File: src/rtl/autopoll_pkg.sv
package autopoll_pkg;
   localparam logic [7:0] BUS_PKT_TYPE = 8'h00;
   localparam logic [7:0] POLLED_MARK  = 8'h40;
endpackage

File: src/rtl/autopoll_ms_tick.sv
module autopoll_ms_tick #(
   parameter int unsigned TICKS_PER_MS = 100000
) (
   input  logic clk,
   input  logic rst_n,
   input  logic restart,
   input  logic run,
   output logic tick
);
   localparam int unsigned CW = $clog2(TICKS_PER_MS);
   localparam logic [CW-1:0] LAST = CW'(TICKS_PER_MS - 1);

   logic [CW-1:0] cnt_q;

   assign tick = run && !restart && (cnt_q == LAST);

   always_ff @(posedge clk or negedge rst_n) begin
      if (!rst_n)
         cnt_q <= '0;
      else if (restart || !run || tick)
         cnt_q <= '0;
      else
         cnt_q <= cnt_q + CW'(1);
   end


   tick_spacing_chk: assert property (@(posedge clk) disable iff (!rst_n)
      tick |=> !tick);
endmodule

File: src/rtl/autopoll_timer.sv
module autopoll_timer #(
   parameter int unsigned TICKS_PER_MS = 100000,
   parameter int unsigned RATE_W       = 8,
   parameter int unsigned DEF_RATE     = 20
) (
   input  logic              clk,
   input  logic              rst_n,
   input  logic              en_wr,
   input  logic              en_val,
   input  logic              rate_wr,
   input  logic [RATE_W-1:0] rate_val,
   output logic              expire,
   output logic              running
);
   logic              run_q;
   logic [RATE_W-1:0] rate_q;
   logic [RATE_W-1:0] left_q;
   logic              en_rise, en_fall, rate_ok, arm, tick;

   assign en_rise = en_wr && en_val && !run_q;
   assign en_fall = en_wr && !en_val && run_q;
   assign rate_ok = rate_wr && (rate_val != '0);
   assign arm     = en_rise || (rate_ok && run_q);
   assign expire  = tick && (left_q == RATE_W'(1));
   assign running = run_q;

   autopoll_ms_tick #(.TICKS_PER_MS(TICKS_PER_MS)) u_tick (
      .clk     (clk),
      .rst_n   (rst_n),
      .restart (arm),
      .run     (run_q),
      .tick    (tick)
   );

   always_ff @(posedge clk or negedge rst_n) begin
      if (!rst_n) begin
         run_q  <= 1'b0;
         rate_q <= RATE_W'(DEF_RATE);
         left_q <= RATE_W'(DEF_RATE);
      end else begin
         if (en_rise)
            run_q <= 1'b1;
         else if (en_fall)
            run_q <= 1'b0;

         if (rate_ok)
            rate_q <= rate_val;

         if (arm)
            left_q <= rate_ok ? rate_val : rate_q;
         else if (expire)
            left_q <= rate_q;
         else if (tick)
            left_q <= left_q - RATE_W'(1);
      end
   end


   left_nonzero_chk: assert property (@(posedge clk) disable iff (!rst_n)
      run_q |-> (left_q != '0));


   arm_load_chk: assert property (@(posedge clk) disable iff (!rst_n)
      $rose(run_q) |-> (left_q == rate_q));


   rate_zero_chk: assert property (@(posedge clk) disable iff (!rst_n)
      (rate_wr && rate_val == '0) |=> $stable(rate_q));
endmodule

File: src/rtl/autopoll_framer.sv
module autopoll_framer
   import autopoll_pkg::*;
#(
   parameter int unsigned MAX_BYTES = 8,
   parameter int unsigned LEN_W     = 4
) (
   input  logic                   clk,
   input  logic                   rst_n,
   input  logic                   res_valid,
   input  logic [LEN_W-1:0]       res_len,
   input  logic [8*MAX_BYTES-1:0] res_data,
   output logic                   pkt_valid,
   output logic [7:0]             pkt_data,
   output logic                   pkt_last,
   input  logic                   pkt_ready
);
   localparam int unsigned IW = $clog2(MAX_BYTES + 2);

   logic                   busy_q;
   logic [IW-1:0]          idx_q;
   logic [LEN_W-1:0]       len_q;
   logic [8*MAX_BYTES-1:0] buf_q;
   logic [LEN_W-1:0]       len_cl;
   logic [MAX_BYTES-1:0]   lane_hit;
   logic [7:0]             lane_sel;
   logic                   load;

   always_comb begin
      if (res_len > LEN_W'(MAX_BYTES))
         len_cl = LEN_W'(MAX_BYTES);
      else
         len_cl = res_len;
   end

   assign load      = res_valid && (len_cl != '0) && !busy_q;
   assign pkt_valid = busy_q;
   assign pkt_last  = busy_q && (idx_q == (IW'(len_q) + IW'(1)));

   for (genvar g = 0; g < MAX_BYTES; g++) begin : g_lane
      assign lane_hit[g] = (idx_q == IW'(g + 2));
   end

   always_comb begin
      lane_sel = '0;
      for (int j = 0; j < MAX_BYTES; j++)
         lane_sel = lane_sel | (buf_q[8*j +: 8] & {8{lane_hit[j]}});
   end

   always_comb begin
      if (idx_q == IW'(0))
         pkt_data = BUS_PKT_TYPE;
      else if (idx_q == IW'(1))
         pkt_data = POLLED_MARK;
      else
         pkt_data = lane_sel;
   end

   always_ff @(posedge clk or negedge rst_n) begin
      if (!rst_n) begin
         busy_q <= 1'b0;
         idx_q  <= '0;
         len_q  <= '0;
         buf_q  <= '0;
      end else if (load) begin
         busy_q <= 1'b1;
         idx_q  <= '0;
         len_q  <= len_cl;
         buf_q  <= res_data;
      end else if (busy_q && pkt_ready) begin
         if (pkt_last)
            busy_q <= 1'b0;
         idx_q <= idx_q + IW'(1);
      end
   end


   hold_byte_chk: assert property (@(posedge clk) disable iff (!rst_n)
      (pkt_valid && !pkt_ready) |=> (pkt_valid && $stable(pkt_data)));


   end_of_pkt_chk: assert property (@(posedge clk) disable iff (!rst_n)
      (pkt_valid && pkt_ready && pkt_last) |=> !pkt_valid);


   drop_busy_chk: assert property (@(posedge clk) disable iff (!rst_n)
      (res_valid && busy_q) |=> ($stable(len_q) && $stable(buf_q)));


   idx_bound_chk: assert property (@(posedge clk) disable iff (!rst_n)
      busy_q |-> ((idx_q <= IW'(len_q) + IW'(1)) && (len_q <= LEN_W'(MAX_BYTES))));
endmodule

File: src/rtl/autopoll_sched.sv
module autopoll_sched #(
   parameter int unsigned CLK_HZ      = 100_000_000,
   parameter int unsigned RATE_W      = 8,
   parameter int unsigned MASK_W      = 16,
   parameter int unsigned MAX_BYTES   = 8,
   parameter int unsigned DEF_RATE_MS = 20,
   localparam int unsigned LEN_W      = $clog2(MAX_BYTES + 1)
) (
   input  logic                   clk,
   input  logic                   rst_n,
   input  logic                   cfg_en_wr,
   input  logic                   cfg_en,
   input  logic                   cfg_rate_wr,
   input  logic [RATE_W-1:0]      cfg_rate,
   input  logic                   cfg_mask_wr,
   input  logic [MASK_W-1:0]      cfg_mask,
   output logic                   poll_req,
   output logic [MASK_W-1:0]      poll_mask,
   input  logic                   res_valid,
   input  logic [LEN_W-1:0]       res_len,
   input  logic [8*MAX_BYTES-1:0] res_data,
   output logic                   pkt_valid,
   output logic [7:0]             pkt_data,
   output logic                   pkt_last,
   input  logic                   pkt_ready
);
   localparam int unsigned TICKS_PER_MS = CLK_HZ / 1000;

   if (TICKS_PER_MS < 2) begin : g_bad_clk
      $error("CLK_HZ must give at least two cycles per millisecond");
   end
   if (DEF_RATE_MS == 0 || DEF_RATE_MS >= (1 << RATE_W)) begin : g_bad_rate
      $error("DEF_RATE_MS must be non-zero and fit in RATE_W bits");
   end
   if (MAX_BYTES < 1) begin : g_bad_bytes
      $error("MAX_BYTES must be at least one");
   end

   logic              expire, running;
   logic              req_q;
   logic [MASK_W-1:0] mask_q;

   autopoll_timer #(
      .TICKS_PER_MS (TICKS_PER_MS),
      .RATE_W       (RATE_W),
      .DEF_RATE     (DEF_RATE_MS)
   ) u_timer (
      .clk      (clk),
      .rst_n    (rst_n),
      .en_wr    (cfg_en_wr),
      .en_val   (cfg_en),
      .rate_wr  (cfg_rate_wr),
      .rate_val (cfg_rate),
      .expire   (expire),
      .running  (running)
   );

   autopoll_framer #(
      .MAX_BYTES (MAX_BYTES),
      .LEN_W     (LEN_W)
   ) u_framer (
      .clk       (clk),
      .rst_n     (rst_n),
      .res_valid (res_valid),
      .res_len   (res_len),
      .res_data  (res_data),
      .pkt_valid (pkt_valid),
      .pkt_data  (pkt_data),
      .pkt_last  (pkt_last),
      .pkt_ready (pkt_ready)
   );

   always_ff @(posedge clk or negedge rst_n) begin
      if (!rst_n) begin
         req_q  <= 1'b0;
         mask_q <= '1;
      end else begin
         req_q <= expire;
         if (cfg_mask_wr)
            mask_q <= cfg_mask;
      end
   end

   assign poll_req  = req_q;
   assign poll_mask = mask_q;


   req_pulse_chk: assert property (@(posedge clk) disable iff (!rst_n)
      poll_req |=> !poll_req);


   stopped_quiet_chk: assert property (@(posedge clk) disable iff (!rst_n)
      !running |=> !poll_req);
endmodule

File: config.mk
export PLATFORM = sky130hd
export DESIGN_NAME = autopoll_sched
export DESIGN_NICKNAME = d
export VERILOG_FILES = /design/src/rtl/autopoll_pkg.sv /design/src/rtl/autopoll_ms_tick.sv /design/src/rtl/autopoll_timer.sv /design/src/rtl/autopoll_framer.sv /design/src/rtl/autopoll_sched.sv
export SDC_FILE = /design/constraint.sdc
export NUM_CORES = 1
export LEC_CHECK = 0
export BUFFER_PORTS_ARGS = -buffer_cell sky130_fd_sc_hd__buf_4
export CORE_UTILIZATION = 39
export CTS_CLUSTER_SIZE = 10
export DETAILED_ROUTE_END_ITERATION = 10
export MAX_ROUTING_LAYER = met4
export SLEW_MARGIN = 40
export SYNTH_ARGS = -nofsm -noshare
export SYNTH_HDL_FRONTEND = slang
export SYNTH_SLANG_ARGS = --single-unit
File: constraint.sdc
create_clock -name clk -period 3.4 [get_ports clk]
set_input_delay 0.17 -clock clk [delete_from_list [all_inputs] [get_ports clk]]
set_output_delay 0.17 -clock clk [all_outputs]
set_load 0.02 [all_outputs]
==> results by group, run 1 <==
Floorplanning
  – Rows: 45
  – Die ar.: 16100 um^2
  – CORE AREA: 15200 um^2
  – Die Ht: 127 um
  – Initial Utilization: 40.0%
  – I/O Pins: 127
  – Die Span X: 127 um

Drt
  – 1st-pass router iterations: 6
  – Vias per inst: 5.25
  – Via count: 5527
  – DRT iter0 DRCs: 451
  – # DRC: 0
  – Detail Route Antenna Nets: 0
  – DRT Wirelength: 17.0 mm
  – DR WL/cell: 16.1 um

Setup path
  – Worst setup SP type: register
  – Crit path max-delay cell type: a222oi_1
  – Worst EP arrival: 2.64 ns
  – Critical path endpoint category: primary output
  – Critical path startpoint: u_framer.idx_q[1]
  – Maximum fanout along the worst path: 17
  – CP peak stage delay: 0.51 ns
  – Crit Path Category: register to primary output
  – FF-to-FF Start: u_timer.u_tick.cnt_q[5]
  – CP Cell Sequence: inv_1 > ha_1 > a222oi_1 > o21ai_0 > a222oi_1 > nor2_1 > buf_4
  – Critical Path RT: 3.23 ns
  – Crit path top cell by count: a222oi_1

Synthesis
  – Synth Area in Compound Gates: 13.2%
  – Seq/Total Area, Yosys: 51.5%
  – Synth top area cells: dfrtp_1 43%, nand2_1 13%, dfstp_2 8.6%, mux2_2 3.3%, xor2_1 2.2%
  – Avg Inst Size Synth: 9.25 um^2
  – Mapped Nets: 765
  – Top FF cell, synth: dfrtp_1
  – Largest family of logic cells by synthesized area: simple AND/OR/NAND/NOR gates
  – Synth area leader: dfrtp_1
  – Area fraction of the dominant cell type after synthesis: 42.8%
  – Netlist cell types: 62
  – Synth Instances: 657
  – Xor/xnor share of the synthesized area: 3.46%
  – Mapped cell area: 6080 um^2
  – Synth Area in Adders: 1.65%
  – Post-synthesis mux area share: 3.83%
  – Async SR Flop Fraction: 100%
  – Post-Synth Simple-Gate Area: 23.1%
  – EDFF count, synth: 0
  – Synth warn: 0
  – Synth Register Bits: 124

Clock network
  – CTS tree: done
  – Clock Pin Slew Worst Setup and Hold Paths: 0.05 ns
  – CTS sink cnt: 124
  – Total setup buffers inserted after CTS: 0
  – Post_cts resized: 0
  – Root Buffer: clkbuf_16
  – CTS H-tree depth: 4
  – Clock latency on the worst-skew pair: 0.42 ns
  – Num CTS Buffers: 17
  – Clock buffer depth: 2

Worst hold path
  – Min-delay src: cfg_rate[4]
  – HP Class: primary input to register

Placement
  – Hpwl dp: 11.0 mm
  – GP Congestion: 0.875
  – Pre-CTS WS: 1.07 ns
  – Placed Cells: 936
  – Port buffer count: 126

Job
  – Max-Cap Viols: 0

Power
  – Peak VDD IR: 0.413 mV
  – Power per Cell Area: 687 nW/um^2
  – Leakage: 0.00406 uW

Timing
  – Max Slew Vio Count: 0
  – Period minus WS final: 2.81 ns
  – Unrepaired setup endpoints after global routing: false
  – Rel. slew slack: 50.3%
  – Tightest Pin Transition: 0.736 ns
  – Fin crit share: 82.5%
  – Setup violators final: 0
  – Hold violation count in the final report: 0
  – Worst Skew: 0.0118 ns
  – Setup TNS: 0 ns
  – Fmax: 356 MHz
  – Final WS setup: 0.595 ns

Layout
  – Final core utilization: 56.6%
  – Fin cells: 1053
  – Layout cells sized above 1: 24.3%
  – Area growth, synth to finish: 41.7%
  – Layout fillers: 1323
  – Fin nets: 960
  – Antenna diodes: 0

Global routing
  – Global router's overall resource usage: 22.8%
  – Antenna violations before repair: 0
  – Largest net degree at the start of global routing: 78
  – Grt total ovfl: 0
  – First-pass GRT wire length: 27.5 mm
  – Vias in the first global route: 5593

Status
  – Status: completed
cell usage in the layout (no fill, tap or decap), types with 7 or more instances in the layout:
cell / n
inv_1: 8
dfrtp_1: 104
dlygate4sd3_1: 84
nor2_1: 33
a22o_1: 12
a22oi_1: 12
dfstp_2: 20
a21oi_1: 11
clkbuf_16: 17
buf_4: 128
xor2_1: 15
ha_1: 8
o21ai_0: 24
nand2_1: 218
mux2_2: 18
nand4_1: 11
nand3_1: 19
nor2b_1: 7
xnor2_1: 9
area by class of cell:
type / instances / area [um^2] / area share, %
clock buffer: 23 / 468 / 5.44
clock inverter: 9 / 120 / 1.40
inverter: 8 / 30.0 / 0.349
multi-input combinational: 486 / 2760 / 32.0
sequential: 124 / 3130 / 36.3
tap: 188 / 235 / 2.73
timing repair buffer: 215 / 1870 / 21.7
flip-flops by register name, indices dropped and copies added (netlist names):
register              flops
u_framer.buf_q           64
u_timer.u_tick.cnt_q     17
poll_mask                16
u_timer.left_q            8
u_timer.rate_q            8
u_framer.idx_q            4
u_framer.len_q            4
poll_req                  1
u_framer.pkt_valid        1
u_timer.running           1
critical path: cells and delay by family, from the launching register on:
family	cells	cell delay, ns
compound gates	3	0.95
fa+ha+maj	1	0.43
buf+inv	2	0.30
flops	1	0.44
simple gates	1	0.11
metrics by stage:
stage,area [um^2],power (uW),hold slack [ns]
3_3_place_gp,7150,3980,0.223
2_1_floorplan,6080,3380,-0.126
6_report,8610,5920,0.0126
4_1_cts,8580,5950,0.00292
5_1_grt,8610,6290,0.0127
3_5_place_dp,7150,4030,0.231
kinds of logic after synthesis:
family,count (synthesis)
AO/OA/AOI/OAI,108
XOR/XNOR,24
adder cells (fa/ha/maj),8
buffers and inverters,47
flip-flops,124
multiplexers,21
AND/OR/NAND/NOR,325
final timing paths:
path | to | slack [ns] | cells past startpoint
hold reg to reg | u_framer.buf_q[32] | 0.47 | 2
setup / recovery | pkt_data[4] | 0.59 | 7
min in group asynchronous | u_framer.pkt_valid | 0.32 | 2
max in group asynchronous | u_timer.left_q[4] | 2.22 | 3
hold / removal | u_timer.rate_q[4] | 0.01 | 3
setup reg to reg | u_timer.left_q[0] | 1.20 | 5
cells in the mapped netlist (3+ instances only):
cell,number
o41ai_1,3
xnor2_1,9
a221oi_1,6
mux2_2,18
a22oi_1,12
mux2i_1,3
nor2b_1,7
ha_1,8
nor3_1,5
nand2b_1,5
clkbuf_1,32
and2_1,3
nand4_1,11
o21bai_1,3
buf_4,3
a22o_1,12
a211oi_1,3
xor2_1,15
dfrtp_1,104
dfstp_2,20
nand3_1,19
inv_1,8
nand2_1,218
and3_1,4
a21oi_1,11
nor2_1,34
a222oi_1,6
o211ai_1,3
a31oi_1,6
a32o_1,3
o21ai_0,24
per-layer routing:
layer  track usage, %  vias up  share of wire [%]
met1             27.5     2716                 44
met3             5.19       30                3.7
met4             8.68        0                2.1
met5                -        -                  0
li1                 -     2645                  -
met2             37.1      136                 50
power by group:
part           internal [uW]  switching [uW]  total [uW]  leakage, uW
combinational            803             996        1800      0.00224
sequential              1940             378        2320      0.00153
clock                   1180             619        1800     0.000294
total                   3930            1990        5920      0.00406
what timing repair did:
| action | 4_1_cts | 5_1_grt |
|---|---|---|
| endpoints found under the setup margin | 0 | 0 |
| endpoints found under the hold margin | 114 | 0 |
| hold buffers | 84 | 0 |
Note: power is estimated with default switching activity, not from simulation.
==> run 2, diff against run 1 <==
ABC_AREA = 1   (was default)
clock period = 2.4 ns   (was 3.4 ns; I/O delays follow)
==> run 2 against run 1 <==
First-iteration DRC count shrank 22%. Sequential power grew 41%. Final cell count rose by 11%. Combinational power up 36%. Synthesized cell count rose by 14%. Highest routed layer unchanged.
==> results by group, run 2 <==
Status
  – Status: completed (unchanged)

Clock network
  – CTS H-tree depth: 4 (unchanged)
  – Num CTS Buffers: 17 (unchanged)
  – Clock Pin Slew Worst Setup and Hold Paths: 0.05 ns (about the same)
  – Clock buffer depth: 2 (unchanged)
  – Clock latency on the worst-skew pair: 0.42 ns (about the same)
  – Total setup buffers inserted after CTS: 0 (unchanged)
  – Root Buffer: clkbuf_16 (unchanged)
  – CTS sink cnt: 124 (unchanged)
  – CTS tree: done (unchanged)

Drt
  – Via count: 5513 (was 5527)
  – Detail Route Antenna Nets: 0 (unchanged)
  – DR WL/cell: 13.9 um (was 16.1 um)
  – DRT iter0 DRCs: 351 (was 451)
  – # DRC: 0 (unchanged)
  – Vias per inst: 4.72 (was 5.25)
  – 1st-pass router iterations: 5 (was 6)
  – DRT Wirelength: 16.3 mm (was 17.0 mm)

Global routing
  – Global router's overall resource usage: 22.6% (was 22.8%)
  – Antenna violations before repair: 0 (unchanged)
  – Vias in the first global route: 5649 (was 5593)
  – Largest net degree at the start of global routing: 76 (was 78)
  – Grt total ovfl: 0 (unchanged)
  – First-pass GRT wire length: 27.4 mm (was 27.5 mm)

Worst hold path
  – HP Class: primary input to register (unchanged)
  – Min-delay src: res_len[3] (was cfg_rate[4])
  – Hold Path Depth: 3 (unchanged)
  – Worst hold endpoint: u_framer.len_q[2] (was u_timer.rate_q[4])

Setup path
  – Maximum fanout along the worst path: 8 (was 17)
  – R2r endpoint: u_timer.left_q[3] (was u_timer.left_q[0])
  – FF-to-FF Start: u_timer.u_tick.cnt_q[0] (was u_timer.u_tick.cnt_q[5])
  – Crit Path Category: register to primary output (unchanged)
  – R2r setup slk: 0.62 ns (was 1.20 ns)
  – Worst setup SP type: register (unchanged)
  – Worst EP arrival: 2.15 ns (was 2.64 ns)
  – Critical path endpoint category: primary output (unchanged)
  – R2r worst-path depth: 10 (was 5)
  – Critical Path RT: 2.28 ns (was 3.23 ns)

Timing
  – Hold violation count in the final report: 0 (unchanged)
  – Tightest Pin Transition: 0.708 ns (was 0.736 ns)
  – Hold Slack: 0.0333 ns (was 0.0126 ns)
  – Period minus WS final: 2.27 ns
  – Setup violators final: 0 (unchanged)
  – Max Slew Vio Count: 0 (unchanged)
  – Fmax: 440 MHz
  – Worst Skew: 0.00680 ns (was 0.0118 ns)
  – Setup TNS: 0 ns (unchanged)
  – Unrepaired setup endpoints after global routing: false (unchanged)
  – Fin crit share: 94.7%
  – Rel. slew slack: 52.8% (was 50.3%)

Layout
  – Fin nets: 1076 (was 960)
  – Final core utilization: 57.6% (was 56.6%)
  – Fin cells: 1169 (was 1053)
  – Most common cell after layout, fill and taps aside: nand2_1 (unchanged)
  – Biggest register: u_framer.buf_q (unchanged)
  – Area growth, synth to finish: 44.1% (was 41.7%)
  – Layout fillers: 1364 (was 1323)
  – Layout cells sized above 1: 22.9% (was 24.3%)
  – Highest-count cells in the layout ignoring fill and taps: 317 x nand2_1, 133 x buf_4, 103 x dfrtp_1 (was 218 x nand2_1, 128 x buf_4, 104 x dfrtp_1)
  – Largest register FFs: 64 (unchanged)
  – Antenna diodes: 0 (unchanged)

Synthesis
  – Synth top area cells: dfrtp_1 43%, nand2_1 20%, dfstp_2 8.7%, nand3_1 3.9%, nor2_1 3.6% (was dfrtp_1 43%, nand2_1 13%, dfstp_2 8.6%, mux2_2 3.3%, xor2_1 2.2%)
  – Most frequent cells after synthesis: 317 x nand2_1, 104 x dfrtp_1, 59 x nor2_1 (was 218 x nand2_1, 104 x dfrtp_1, 34 x nor2_1)
  – Top FF cell, synth: dfrtp_1 (unchanged)
  – Seq/Total Area, Yosys: 51.5% (about the same)
  – Avg Inst Size Synth: 8.14 um^2 (was 9.25 um^2)
  – Mapped cell area: 6070 um^2 (was 6080 um^2)
  – Synth Instances: 746 (was 657)
  – Area fraction of the dominant cell type after synthesis: 42.9% (was 42.8%)
  – Netlist cell types: 42 (was 62)
  – EDFF count, synth: 0 (unchanged)
  – Count leader, synth: nand2_1 (unchanged)
  – Synth Register Bits: 124 (unchanged)
  – Synth area leader: dfrtp_1 (unchanged)
  – Mapped Nets: 854 (was 765)
  – Async SR Flop Fraction: 100% (unchanged)
  – Synth warn: 0 (unchanged)

Placement
  – Port buffer count: 126 (unchanged)
  – Hpwl dp: 11.2 mm (was 11.0 mm)
  – Placed Cells: 1044 (was 936)
  – GP Congestion: 0.918 (was 0.875)

Power
  – Power per Cell Area: 944 nW/um^2 (was 687 nW/um^2)
  – Total Power Consumption: 8260 uW (was 5920 uW)
  – Leakage: 0.00435 uW (was 0.00406 uW)
  – Peak VDD IR: 0.602 mV (was 0.413 mV)

Job
  – Max-Cap Viols: 0 (unchanged)

Floorplanning
  – Die Ht: 127 um (about the same)
  – Rows: 45 (unchanged)
  – Die Span X: 127 um (about the same)
  – Die ar.: 16100 um^2 (about the same)
  – CORE AREA: 15200 um^2 (unchanged)
  – I/O Pins: 127 (unchanged)
  – Initial Utilization: 39.9% (was 40.0%)
## run 2: repair_timing
item                                    4_1_cts  5_1_grt
gates resized for setup                       5        6
endpoints found under the setup margin        8        8
endpoints found under the hold margin       122        0
hold buffers                                 93        0
## run 2: logic make-up after synthesis
group / Yosys count / share of synthesized area (%)
DFF: 124 / 51.5
adders and majority gates: 8 / 1.65
muxes: 16 / 2.97
xor gates and xnor gates: 17 / 2.45
buffers and inverters: 76 / 5.21
AOI/OAI and AO/OA: 47 / 4.49
and+or+nand+nor: 458 / 31.7
## run 2: worst max path at each step
stage / slack, ns / endpoint / startpoint
CTS: 0.03 / pkt_data[4] / u_framer.idx_q[0]
floorplan: 0.35 / pkt_data[6] / u_framer.idx_q[0]
finish: 0.13 / pkt_data[4] / u_framer.idx_q[0]
global route: 0.005 / pkt_data[4] / u_framer.idx_q[0]
global placement: 0.26 / pkt_data[2] / u_framer.idx_q[0]
detailed placement: 0.27 / pkt_data[4] / u_framer.idx_q[0]
## run 2: area by class of cell
class	count	area (um^2)	share of cell area, %
clock buffer	25	485	5.55
tap	188	235	2.69
timing repair buffer	227	1950	22.3
multi-input combinational	546	2660	30.4
inverter	52	203	2.32
sequential	124	3130	35.8
clock inverter	7	90.1	1.03
## run 2: worst max-delay path, cell delays in order, from the launching register on
cell	delay [ns]
dfrtp_2	0.45
inv_1	0.10
ha_2	0.26
inv_1	0.09
nor2_4	0.20
nand2_1	0.07
nand4_1	0.14
nor3_1	0.06
a21oi_1	0.18
buf_4	0.18
## run 2: through the flow
stage | setup WS (ns) | instance area (um^2)
6_report | 0.127 | 8750
5_1_grt | 0.00532 | 8750
4_1_cts | 0.0350 | 8740
3_5_place_dp | 0.265 | 7220
3_3_place_gp | 0.263 | 7220
2_1_floorplan | 0.346 | 6070
## run 2: power by group
group	leakage, uW	switching [uW]	internal (uW)	total (uW)
combinational	0.00255	1400	1050	2450
clock	0.000277	916	1610	2520
sequential	0.00152	509	2780	3280
## run 2: routing by layer
metal	vias up	global-route usage [%]	share of wire, %
met5	-	-	0
met4	0	7.35	1.5
met3	16	4.43	3.6
met2	120	37.6	50
met1	2575	27.8	45
li1	2802	-	-
